`config.mk`:
```
export PLATFORM = sky130hd
export DESIGN_NAME = link_steer
export DESIGN_NICKNAME = d
export VERILOG_FILES = /design/src/rtl/link_steer_pkg.sv /design/src/rtl/link_steer_arb.sv /design/src/rtl/link_lane_pipe.sv /design/src/rtl/link_steer.sv
export SDC_FILE = /design/constraint.sdc
export NUM_CORES = 1
export LEC_CHECK = 0
export BUFFER_PORTS_ARGS = -buffer_cell sky130_fd_sc_hd__buf_2
export CAP_MARGIN = 20
export CORE_AREA = 2 2 189 191
export CTS_BUF_LIST = sky130_fd_sc_hd__clkbuf_4
export CTS_CLUSTER_SIZE = 16
export DETAILED_ROUTE_END_ITERATION = 12
export DIE_AREA = 0 0 191 193
export PLACE_DENSITY_LB_ADDON = 0.1
export SKIP_LAST_GASP = 1
export SYNTH_ARGS = -nofsm -noshare
export SYNTH_HDL_FRONTEND = slang
export SYNTH_SLANG_ARGS = --single-unit
```
`constraint.sdc`:
```
create_clock -name clk -period 2.3 [get_ports clk]
set_clock_uncertainty 0.2 [all_clocks]
set_input_delay 0.46 -clock clk [delete_from_list [all_inputs] [get_ports clk]]
set_output_delay 0.46 -clock clk [all_outputs]
set_load 0.02 [all_outputs]
```
`src/rtl/link_steer_pkg.sv`:
```
package link_steer_pkg;
  localparam int TAG_W = 3;

  typedef enum logic [TAG_W-1:0] {
    TAG_NONE   = 3'd0,
    TAG_PADDR  = 3'd1,
    TAG_NARROW = 3'd2,
    TAG_CRIT   = 3'd3,
    TAG_REMOTE = 3'd4,
    TAG_STORE  = 3'd5
  } xfer_tag_e;
endpackage

```
`src/rtl/link_steer_arb.sv`:
```
module link_steer_arb
  import link_steer_pkg::*;
#(
  parameter int FAST_W   = 18,
  parameter int BASE_W   = 72,
  parameter int WSLOT_W  = 72,
  parameter int DATA_W   = 64,
  parameter int NARROW_W = 10
) (
  input  logic                  pa_vld,
  input  logic [FAST_W-1:0]     pa_addr,
  input  logic                  nw_vld,
  input  logic [NARROW_W-1:0]   nw_val,
  input  logic                  cr_vld,
  input  logic [DATA_W-1:0]     cr_val,
  input  logic                  ro_vld,
  input  logic [DATA_W-1:0]     ro_val,
  input  logic                  st_vld,
  input  logic [DATA_W-1:0]     st_val,
  output logic                  pa_rdy,
  output logic                  nw_rdy,
  output logic                  cr_rdy,
  output logic                  ro_rdy,
  output logic                  st_rdy,
  output logic                  fast_vld,
  output logic [TAG_W-1:0]      fast_tag,
  output logic [FAST_W-1:0]     fast_data,
  output logic                  base_vld,
  output logic [TAG_W-1:0]      base_tag,
  output logic [BASE_W-1:0]     base_data,
  output logic [1:0]            wide_vld,
  output logic [2*TAG_W-1:0]    wide_tag,
  output logic [2*WSLOT_W-1:0]  wide_data
);
  localparam int NW_FPAD = FAST_W - NARROW_W;
  localparam int NW_BPAD = BASE_W - NARROW_W;
  localparam int CR_BPAD = BASE_W - DATA_W;
  localparam int W_PAD   = WSLOT_W - DATA_W;

  logic                nw_bumped;
  logic [FAST_W-1:0]   nw_fast;
  logic [BASE_W-1:0]   nw_base;
  logic [BASE_W-1:0]   cr_base;
  logic [WSLOT_W-1:0]  ro_slot;
  logic [WSLOT_W-1:0]  st_slot;

  assign nw_fast = {{NW_FPAD{1'b0}}, nw_val};
  assign nw_base = {{NW_BPAD{1'b0}}, nw_val};
  assign cr_base = {{CR_BPAD{1'b0}}, cr_val};
  assign ro_slot = {{W_PAD{1'b0}}, ro_val};
  assign st_slot = {{W_PAD{1'b0}}, st_val};

  // Fast class: partial address outranks the narrow operand.
  always_comb begin
    nw_bumped = pa_vld && nw_vld;
    fast_vld  = pa_vld || nw_vld;
    if (pa_vld) begin
      fast_tag  = TAG_PADDR;
      fast_data = pa_addr;
    end else if (nw_vld) begin
      fast_tag  = TAG_NARROW;
      fast_data = nw_fast;
    end else begin
      fast_tag  = TAG_NONE;
      fast_data = pa_addr;
    end
  end

  // Baseline class: displaced narrow operand outranks the critical operand.
  always_comb begin
    if (nw_bumped) begin
      base_vld  = 1'b1;
      base_tag  = TAG_NARROW;
      base_data = nw_base;
    end else if (cr_vld) begin
      base_vld  = 1'b1;
      base_tag  = TAG_CRIT;
      base_data = cr_base;
    end else begin
      base_vld  = 1'b0;
      base_tag  = TAG_NONE;
      base_data = cr_base;
    end
  end

  // Wide class: one slot per non-critical source.
  always_comb begin
    wide_vld  = {st_vld, ro_vld};
    wide_tag  = {(st_vld ? TAG_STORE : TAG_NONE), (ro_vld ? TAG_REMOTE : TAG_NONE)};
    wide_data = {st_slot, ro_slot};
  end

  assign pa_rdy = 1'b1;
  assign nw_rdy = 1'b1;
  assign cr_rdy = !nw_bumped;
  assign ro_rdy = 1'b1;
  assign st_rdy = 1'b1;
endmodule

```
`src/rtl/link_lane_pipe.sv`:
```
module link_lane_pipe
  import link_steer_pkg::*;
#(
  parameter int W     = 72,
  parameter int SLOTS = 1,
  parameter int LAT   = 2
) (
  input  logic                   clk,
  input  logic                   rst,
  input  logic [SLOTS-1:0]       in_vld,
  input  logic [SLOTS*TAG_W-1:0] in_tag,
  input  logic [W-1:0]           in_data,
  output logic [SLOTS-1:0]       out_vld,
  output logic [SLOTS*TAG_W-1:0] out_tag,
  output logic [W-1:0]           out_data
);
  localparam int LAST = LAT - 1;

  logic [LAT-1:0][SLOTS-1:0]       vld_q;
  logic [LAT-1:0][SLOTS*TAG_W-1:0] tag_q;
  logic [LAT-1:0][W-1:0]           dat_q;

  // Valid bits take the reset; payload stages stay free for shift-register inference.
  always_ff @(posedge clk) begin
    if (rst) vld_q <= '0;
    else     vld_q[0] <= in_vld;
    tag_q[0] <= in_tag;
    dat_q[0] <= in_data;
  end

  generate
    for (genvar s = 1; s < LAT; s++) begin : g_stage
      always_ff @(posedge clk) begin
        if (rst) vld_q[s] <= '0;
        else     vld_q[s] <= vld_q[s-1];
        tag_q[s] <= tag_q[s-1];
        dat_q[s] <= dat_q[s-1];
      end
    end
  endgenerate

  assign out_vld  = vld_q[LAST];
  assign out_tag  = tag_q[LAST];
  assign out_data = dat_q[LAST];
endmodule

```
`src/rtl/link_steer.sv`:
```
module link_steer
  import link_steer_pkg::*;
#(
  parameter int FAST_W   = 18,
  parameter int BASE_W   = 72,
  parameter int WIDE_W   = 144,
  parameter int DATA_W   = 64,
  parameter int NARROW_W = 10,
  parameter int FAST_LAT = 1,
  parameter int BASE_LAT = 2,
  parameter int WIDE_LAT = 3
) (
  input  logic                clk,
  input  logic                rst,
  input  logic                pa_vld,
  output logic                pa_rdy,
  input  logic [FAST_W-1:0]   pa_addr,
  input  logic                nw_vld,
  output logic                nw_rdy,
  input  logic [NARROW_W-1:0] nw_val,
  input  logic                cr_vld,
  output logic                cr_rdy,
  input  logic [DATA_W-1:0]   cr_val,
  input  logic                ro_vld,
  output logic                ro_rdy,
  input  logic [DATA_W-1:0]   ro_val,
  input  logic                st_vld,
  output logic                st_rdy,
  input  logic [DATA_W-1:0]   st_val,
  output logic                fast_vld,
  output logic [2:0]          fast_tag,
  output logic [FAST_W-1:0]   fast_data,
  output logic                base_vld,
  output logic [2:0]          base_tag,
  output logic [BASE_W-1:0]   base_data,
  output logic [1:0]          wide_vld,
  output logic [5:0]          wide_tag,
  output logic [WIDE_W-1:0]   wide_data
);
  localparam int WSLOT_W = WIDE_W / 2;

  logic                 s_fast_vld, s_base_vld;
  logic [TAG_W-1:0]     s_fast_tag, s_base_tag;
  logic [FAST_W-1:0]    s_fast_data;
  logic [BASE_W-1:0]    s_base_data;
  logic [1:0]           s_wide_vld;
  logic [2*TAG_W-1:0]   s_wide_tag;
  logic [2*WSLOT_W-1:0] s_wide_data;

  link_steer_arb #(
    .FAST_W(FAST_W), .BASE_W(BASE_W), .WSLOT_W(WSLOT_W),
    .DATA_W(DATA_W), .NARROW_W(NARROW_W)
  ) u_arb (
    .pa_vld(pa_vld), .pa_addr(pa_addr),
    .nw_vld(nw_vld), .nw_val(nw_val),
    .cr_vld(cr_vld), .cr_val(cr_val),
    .ro_vld(ro_vld), .ro_val(ro_val),
    .st_vld(st_vld), .st_val(st_val),
    .pa_rdy(pa_rdy), .nw_rdy(nw_rdy), .cr_rdy(cr_rdy),
    .ro_rdy(ro_rdy), .st_rdy(st_rdy),
    .fast_vld(s_fast_vld), .fast_tag(s_fast_tag), .fast_data(s_fast_data),
    .base_vld(s_base_vld), .base_tag(s_base_tag), .base_data(s_base_data),
    .wide_vld(s_wide_vld), .wide_tag(s_wide_tag), .wide_data(s_wide_data)
  );

  link_lane_pipe #(.W(FAST_W), .SLOTS(1), .LAT(FAST_LAT)) u_fast (
    .clk(clk), .rst(rst),
    .in_vld(s_fast_vld), .in_tag(s_fast_tag), .in_data(s_fast_data),
    .out_vld(fast_vld), .out_tag(fast_tag), .out_data(fast_data)
  );

  link_lane_pipe #(.W(BASE_W), .SLOTS(1), .LAT(BASE_LAT)) u_base (
    .clk(clk), .rst(rst),
    .in_vld(s_base_vld), .in_tag(s_base_tag), .in_data(s_base_data),
    .out_vld(base_vld), .out_tag(base_tag), .out_data(base_data)
  );

  link_lane_pipe #(.W(WIDE_W), .SLOTS(2), .LAT(WIDE_LAT)) u_wide (
    .clk(clk), .rst(rst),
    .in_vld(s_wide_vld), .in_tag(s_wide_tag), .in_data(s_wide_data),
    .out_vld(wide_vld), .out_tag(wide_tag), .out_data(wide_data)
  );
endmodule

```
==> impl_metrics.csv <==
group,metric,value,unit
place,gp_congestion,0.7169,
routing,dr.pass1.iters,4,
routing,highest_layer,"met4",
timing,slew_headroom,0.5341,
routing,met2_length,12970,microns
synth,synth.area.top_cells,"dfxtp_1, buf_4, and2_1, mux2_2, buf_6",
critical_path,r2r_start,"u_base.dat_q[44]",
synth,syn_area,13330,sq um
timing,final.setup.worst_slack,0.09575,ns
critical_path,critPathCapture,"u_fast.out_data[0]",
die,die_w,191,microns
cells_and_area,drive_gt1_frac,0.4220,
routing,drc_errors,0,
cts,htree_levels,4,
timing,min_period_over_period,0.9584,
cells_and_area,area.growth.synth_to_final,39.27,%
cells_and_area,design_area,18570,sq um
flow_run,drv_cap,0,
place,postPlaceCellArea,14500,sq um
critical_path,r2r_cells,0,
routing,routed_via_density,3.660,
critical_path,crit_chain,"dlygate4sd3_1, buf_2, nand2b_1, mux2_2, dlygate4sd3_1",
critical_path,rrSetupSlack,1.66,ns
place,pre_cts_ws,0.4523,ns
critical_path,r2r-end,"u_base.out_data[44]",
critical_path,worst_path_dominant_cell_family,"buffers and inverters",
routing,dr.first_iter.drc_count,93,
routing,wl_met3,2899,microns
routing,vias,7463,
synth,yosys.area.top_type,"dfxtp_1",
cells_and_area,ff_latch_area,10870,sq um
timing,drv_slew,0,
cells_and_area,multi_input_comb_area,784.5,sq um
timing,setup_viol,0,
cells_and_area,num-fill-cells,3042,
place,dp_hpwl,17110,microns
critical_path,required,2.73,ns
die,row_count,69,
die,start_util,0.3813,
timing,hold_violations,0,
die,coreArea,34960,sq um
pwr,powerDensity,1007,nW/um^2
critical_path,crit_path_frequent_cell,"dlygate4sd3_1",
die,die_area,36860,sq um
critical_path,path_class,"input pin to flop",
cts,path_clk_slew,0.06,ns
cts,cts_sinks,543,
cts,clockBufferDepth,3,
critical_path,cp_max_fo,11,
grt,grt_start_max_net_pins,43,
grt,grt_pass1_wl,38120,microns
grt,grt_pass1_vias,7851,
die,die_y,193,microns
synth,ys_seq_area_frac,0.8153,
pwr,peakVddDrop,0.6125,mV
timing,timing.fmax,453.7,MHz
routing,met1_length,9249,microns
place,port_buffers,445,
cts,cts-root-buf,"clkbuf_4",
synth,synth_warnings,8,
min_path,hold_path.class,"flop to flop",
cts,tritoncts,"built",
synth,yosys.area.top_type_share,0.8153,
critical_path,cp-end-kind,"flop",
pwr,total_power,0.01870,W
timing,min_period,2.204,ns
timing,setup_tns,0,ns
critical_path,crit_cells,5,
routing,routed_wl,25890,microns
synth,synth_cell_types,15,
cts,clk_latency,0.76,ns
synth,synth_area_per_cell,15.22,sq um
critical_path,cp.arrival,2.64,ns
synth,ys_seq_elements,543,
timing,tightest_slew,0.6988,ns
pwr,p_leak,8.743,nW
critical_path,startpoint,"pa_vld",
timing,rsz0062_at_grt,"no",
die,io-pin-count,482,
critical_path,slowest_delay,0.56,ns
routing,drtAntennaViolNets,0,
grt,globalRouteTotalUtil,0.1377,
cells_and_area,final_nets,1730,
critical_path,crit_slowest_cell,"nand2b_1",
cts,cts_buffers,137,
grt,antenna_found_initial,2,
critical_path,crit_buf_inv,3,
grt,grt-ovfl-total,0,
routing,wl_per_cell,12.70,microns
synth,synth_cells,876,
cts,cts_setup_buffers,0,
critical_path,startpoint_type,"input pin",
status,outcome,"complete, no violations",
==> metal layers <==
metal	vias to the layer above	track usage
li1	3758	-
met1	3298	0.1279
met2	359	0.2341
met3	48	0.07602
met4	0	0.08945
met5	-	0
==> cells in the final DEF, fill, tap and decap left out <==
cell           instances
inv_1                  1
dfxtp_1              543
dlygate4sd3_1        248
buf_2                445
clkbuf_4             184
mux2_4                 1
inv_2                  5
nand2_2                1
mux2_2                18
conb_1                36
buf_4                  2
clkinvlp_4             2
clkinv_1              15
clkinv_2               1
nor2_1                 2
diode_2                2
nand2b_1               2
and2_1                63
bufinv_16              3
clkinv_4               2
mux2_1                 1
buf_12                 1
==> registers in the layout, summed over array words and instances, names as in the netlist <==
signal,cells
u_fast.out_tag,2
u_wide.out_data,128
u_base.dat_q,64
u_base.out_data,64
u_wide.out_tag,2
u_fast.out_data,18
u_fast.out_vld,1
u_base.out_tag,2
u_wide.dat_q,256
u_wide.tag_q,4
u_base.tag_q,2
==> synth_stat cells <==
library cell and number:
buf_2 2, clkbuf_1 2, nand2b_1 2, buf_6 2, mux2_2 18, mux2_1 1, buf_4 233, clkbuf_2 3
conb_1 2, and2_1 63, nand2_1 1, inv_1 1, mux2_4 1, dfxtp_1 543, nor2_1 2
==> what timing repair did <==
item	CTS	global route
hold buffers	248	0
endpoints found under the hold margin	216	0
setup endpoints to repair	0	0
gates resized for setup	0	0
==> metrics by stage <==
step           hold WS, ns  instances    util
2_1_floorplan       0.1096        910       -
3_3_place_gp        0.1095       1577  0.4146
3_5_place_dp        0.1121       1577  0.4146
4_1_cts          0.0004509       2037  0.5309
5_1_grt            0.02006       2039  0.5311
6_report            0.1012       2039  0.5311
==> cell families (layout without fill, tap and decap cells) <==
logic type | after synthesis | in the layout | share of synthesized area
AND/OR/NAND/NOR | 68 | 68 | 0.03134
flip-flops | 543 | 543 | 0.8153
multiplexers | 20 | 20 | 0.01717
buffers and inverters | 243 | 909 | 0.1356
other | 2 | 38 | 0.0005633
==> cell type report <==
class,instances,area share
Inverter,1,0.0002021
Tap cell,461,0.03106
Sequential cell,543,0.5854
Clock buffer,184,0.07439
Timing Repair Buffer,696,0.2555
Multi-Input combinational cell,124,0.04225
Antenna cell,2,0.0002695
Clock inverter,28,0.01092
==> how the worst min path moves through the flow <==
stage                     slack, ns         startpoint                  end  depth (start not counted)
final                          0.10   u_base.dat_q[29]  u_base.out_data[29]                          0
after global routing           0.02         ro_val[51]     u_wide.dat_q[51]                          2
after CTS                    0.0005         ro_val[53]     u_wide.dat_q[53]                          2
after detailed placement       0.11   u_base.dat_q[38]  u_base.out_data[38]                          0
after global placement         0.11  u_wide.dat_q[134]    u_wide.dat_q[278]                          0
after floorplan                0.11    u_base.dat_q[0]   u_base.out_data[0]                          0
==> power by group <==
group	internal (W)	total, W	switching [W]
Sequential	0.00996	0.0101	0.000112
Clock	0.00400	0.00737	0.00337
Combinational	0.000637	0.00127	0.000632
No activity file was read; power rests on OpenSTA's default activity.
